--- config.mk ---
export PLATFORM = sky130hd
export DESIGN_NAME = sub_tst_unit
export DESIGN_NICKNAME = d
export VERILOG_FILES = /design/src/rtl/sub_tst_unit.sv
export SDC_FILE = /design/constraint.sdc
export NUM_CORES = 1
export LEC_CHECK = 0
export BUFFER_PORTS_ARGS = -buffer_cell sky130_fd_sc_hd__buf_2
export CAP_MARGIN = 5
export CORE_MARGIN = 2
export CORE_UTILIZATION = 36
export DETAILED_ROUTE_END_ITERATION = 6
export PLACE_DENSITY = 0.71
export RECOVER_POWER = 25
export SYNTH_ARGS = -nofsm -noshare
export SYNTH_HDL_FRONTEND = slang
export SYNTH_SLANG_ARGS = --single-unit
--- constraint.sdc ---
create_clock -name clk -period 0.8 [get_ports clk]
set_input_delay 0 -clock clk [delete_from_list [all_inputs] [get_ports clk]]
set_output_delay 0 -clock clk [all_outputs]
set_load 0.01 [all_outputs]
--- src/rtl/sub_tst_unit.sv ---
module sub_tst_unit (
  input  logic       clk,
  input  logic       rst_n,
  input  logic       exec,
  input  logic       pre,
  input  logic [7:0] opcode,
  input  logic [7:0] a_in,
  input  logic [7:0] x_in,
  input  logic [7:0] mem_in,
  input  logic [5:0] ccr_in,
  output logic [7:0] acc_o,
  output logic [5:0] ccr_o,
  output logic [2:0] cyc_o,
  output logic       illegal_o,
  output logic       done_o
);
  localparam int FV = 5, FH = 4, FI = 3, FN = 2, FZ = 1, FC = 0;
  localparam logic [5:0] CCR_RST = 6'b001000;

  logic       is_sub, is_tst;
  logic [1:0] src;
  logic [2:0] cyc;

  always_comb begin
    is_sub = 1'b0;
    is_tst = 1'b0;
    src    = 2'd0;
    cyc    = 3'd0;
    case ({pre, opcode})
      9'h0A0: begin is_sub = 1'b1; cyc = 3'd2; end
      9'h0B0: begin is_sub = 1'b1; cyc = 3'd3; end
      9'h0C0: begin is_sub = 1'b1; cyc = 3'd4; end
      9'h0D0: begin is_sub = 1'b1; cyc = 3'd4; end
      9'h0E0: begin is_sub = 1'b1; cyc = 3'd3; end
      9'h0F0: begin is_sub = 1'b1; cyc = 3'd2; end
      9'h1E0: begin is_sub = 1'b1; cyc = 3'd4; end
      9'h1D0: begin is_sub = 1'b1; cyc = 3'd5; end
      9'h03D: begin is_tst = 1'b1; cyc = 3'd3; end
      9'h04D: begin is_tst = 1'b1; cyc = 3'd1; src = 2'd1; end
      9'h05D: begin is_tst = 1'b1; cyc = 3'd1; src = 2'd2; end
      9'h06D: begin is_tst = 1'b1; cyc = 3'd3; end
      9'h07D: begin is_tst = 1'b1; cyc = 3'd2; end
      9'h16D: begin is_tst = 1'b1; cyc = 3'd4; end
      default: ;
    endcase
  end

  wire [7:0] tst_byte = (src == 2'd1) ? a_in : (src == 2'd2) ? x_in : mem_in;
  wire [8:0] diff     = {1'b0, a_in} - {1'b0, mem_in};
  wire [7:0] res      = is_sub ? diff[7:0] : tst_byte;
  wire       ovf      = (a_in[7] ^ mem_in[7]) & (diff[7] ^ a_in[7]);

  logic [5:0] ccr_n;
  always_comb begin
    ccr_n = ccr_in;
    if (is_sub || is_tst) begin
      ccr_n[FN] = res[7];
      ccr_n[FZ] = (res == 8'h00);
      ccr_n[FV] = is_sub & ovf;
      if (is_sub) ccr_n[FC] = diff[8];
    end
  end

  always_ff @(posedge clk or negedge rst_n) begin
    if (!rst_n) begin
      acc_o     <= 8'h00;
      ccr_o     <= CCR_RST;
      cyc_o     <= 3'd0;
      illegal_o <= 1'b0;
      done_o    <= 1'b0;
    end else begin
      done_o <= exec;
      if (exec) begin
        acc_o     <= is_sub ? diff[7:0] : a_in;
        ccr_o     <= ccr_n;
        cyc_o     <= cyc;
        illegal_o <= ~(is_sub | is_tst);
      end
    end
  end

  wire unused_fi_fh = (FI == FH);
endmodule


==> flow_summary.toml <==
[status]
status = "complete, but fails checks"
violations = "negative setup slack"

[critical_path]
required_ns = 0.98
start_kind = "primary input"
criticalPathCategory = "primary input to flop"
worst_setup_path_end_kind = "flop"
worst_ep_arrival_time_ns = 1.87
worst-path-max-fanout = 2

[timing]
period_share_pct = 211
worst_pin_slew_ns = 0.503
setup_violations = 18
grt_setup_unrepaired = "true"
fin_ws_ns = -0.886
finClkSkew_ns = 0
hold_violations = 0
maxClockFrequency_ghz = 0.593
fin_crit_ns = 1.69
slew_headroom_pct = 66.5
slew_violations = 0

[cts]
cts.clk_slew.worst_paths_ns = 0.07
numCtsBuffers = 3
cts_tree = "done"
clk_latency_ns = 0.25
cts_buffer_depth = 2
numClockSinks = 19
htreeDepth = 1
root_buffer = "clkbuf_8"

[power]
clockPowerShare_pct = 21.9
power_frac_comb_pct = 41.9
p_switching_mw = 0.947
switching_share_pct = 31.6
leakage_nw = 1.26
power_mw = 3.00
ir_worst_vdd_v = 0.00103
cellInternalPower_mw = 2.05
p_seq_share_pct = 36.1
p_per_area_nw_per_um2 = 1110

[drt]
viasPerCell = 5.17
drt_wl_total_mm = 4.70
route.detailed.drc = 0
first_pass_iters = 4
initialDrtViolationCount = 119
ant_nets = 0
wl_per_cell_um = 13.7
via_count = 1779

[synth]
ys_ff_latch = 19
synth_area_um2 = 1500
syn-num-nets = 233
synth_area_leaders = "dfrtp_1, ha_1, a21oi_1"
synth_cell_types = 47
async_flop_share_pct = 100
ys_seq_area_share_pct = 31.8
syn_area_per_cell_um2 = 8.25
synth_edf_count = 0
synth_top_cell_area_share_pct = 30.0
yosys.area.top_type = "dfrtp_1"
syn_inst = 182
yosys_warnings = 0
synth_flop_cell = "dfrtp_1"

[place]
gp_congestion = 0.871
io_buffers = 60
place_inst = 328
dp_hpwl_mm = 3.44

[floorplanning]
initial_core_util_pct = 37.5
io_pins = 61
die-area_um2 = 4700
rows = 23
fp.dieH_um = 68.6
dieWidth_um = 68.6
coreArea_um2 = 4000

[grt]
grt_overflow = 0
grt_pass1_wl_mm = 7.02
grt_pass1_vias = 1651
grtUsageTotal_pct = 19.8
grt_max_degree = 26
antenna_found_initial = 0

[finish]
syn_to_final_growth_pct = 79.2
drive_gt1_share_pct = 57.8
nFillCells = 313
final_cell_count_no_fill = 344
multi_input_area_um2 = 1210
regArea_um2 = 477
fin_nets = 346
antenna_cells = 0

[run]
drv_cap = 0

[min_path]
hold_path.class = "primary input to flop"
-- area by class of cell --
type,instances,share of cell area [%]
sequential,19,17.7
tap,50,2.33
multi-input combinational,141,45.0
timing repair buffer,117,31.4
inverter,13,1.81
clock buffer,3,1.53
clock inverter,1,0.186
-- cell usage after synthesis (all sizes together) (3+ instances only) --
cell    number
nand2b       4
mux2i        5
nand2       10
dfrtp       18
nor4         4
a31oi        4
o21a         3
ha           8
a21oi       19
inv         13
o21ai       10
nor2        24
buf          3
nor2b        5
xor2         3
or3          4
nor3         7
clkbuf       6
-- final timing paths --
path	start	endpoint	slack, ns	cells past startpoint
worst max register to register	ccr_o[1]	ccr_o[1]	-0.04	2
worst max-delay path	a_in[0]	ccr_o[1]	-0.89	10
worst min-delay path	ccr_in[0]	ccr_o[0]	0.06	3
min in group asynchronous	rst_n	cyc_o[0]	0.23	2
worst min register to register	ccr_o[4]	ccr_o[4]	0.50	1
max in group asynchronous	rst_n	ccr_o[3]	0.22	2
-- stage by stage --
stage / util [%] / setup TNS (ns) / cell area [um2] / setup slack [ns] / hold slack [ns]
after floorplan: - / -10.69 / 1600 / -0.933 / -0.296
after detailed placement: 55.6 / -13.07 / 2230 / -1.13 / -0.0384
after CTS: 64.2 / -8.33 / 2570 / -0.799 / 0.0685
after global routing: 67.3 / -9.89 / 2690 / -0.949 / 0.0866
after global placement: 55.6 / -12.60 / 2230 / -1.09 / -0.0434
final: 67.3 / -8.92 / 2690 / -0.886 / 0.0590
-- cell usage in the layout (no fill, tap or decap), drive strengths merged, types with 4 or more instances in the layout --
| cell type | count |
|---|---|
| nor2b | 5 |
| a31oi | 4 |
| dfrtp | 18 |
| nand2b | 4 |
| or3 | 4 |
| a21oi | 19 |
| buf | 112 |
| clkbuf | 5 |
| nor4 | 4 |
| mux2i | 5 |
| nor3 | 7 |
| o21ai | 10 |
| ha | 8 |
| inv | 13 |
| nor2 | 24 |
| nand2 | 10 |
-- power by group through the flow --
stage | combinational, mW | clock (mW) | sequential, mW
after floorplan | 0.477 | 0 | 1.13
after CTS | 1.16 | 0.681 | 1.08
final | 1.26 | 0.658 | 1.08
after global routing | 1.38 | 0.743 | 1.09
after global placement | 1.00 | 0 | 1.10
after detailed placement | 1.02 | 0 | 1.10
-- per-layer routing --
layer  up-vias  wire, um  share of wire, %  global-route usage [%]
met1       828      1880                40                    23.5
met3        10       229               4.9                    3.57
met2        56      2500                53                    36.5
met5         -         0                 0                       0
li1        885         -                 -                       -
met4         0        85               1.8                    4.50
-- cell families (layout without fill, tap and decap cells) --
group,after synthesis,count (layout),share of synthesized area (%)
AOI/OAI and AO/OA,54,54,22.9
xor gates and xnor gates,3,3,1.75
adders and majority gates,9,9,8.00
buffers and inverters,22,134,6.83
DFF,19,19,31.8
muxes,7,7,4.83
and+or+nand+nor,68,68,23.9
-- worst max-delay path, stage by stage --
cell and delay, ns:
buf_2 0.10, inv_2 0.04, ha_4 0.15, fa_2 0.35, nand2b_4 0.16, a21oi_2 0.16, xor2_1 0.11, or4_1 0.51
o22a_1 0.17, o21ai_1 0.12
-- flip-flops by register name, indices dropped and copies added, names as in the netlist --
name	cells
acc_o	8
ccr_o	6
cyc_o	3
done_o	1
illegal_o	1
-- timing repair --
action | 4_1_cts | 5_1_grt
pin swaps | 17 | 17
hold buffers | 3 | 0
buffers inserted | 5 | 6
resized for setup | 48 | 24
setup endpoints to repair | 18 | 34
endpoints found under the hold margin | 20 | 0
Note: power is estimated with default switching activity, not from simulation.
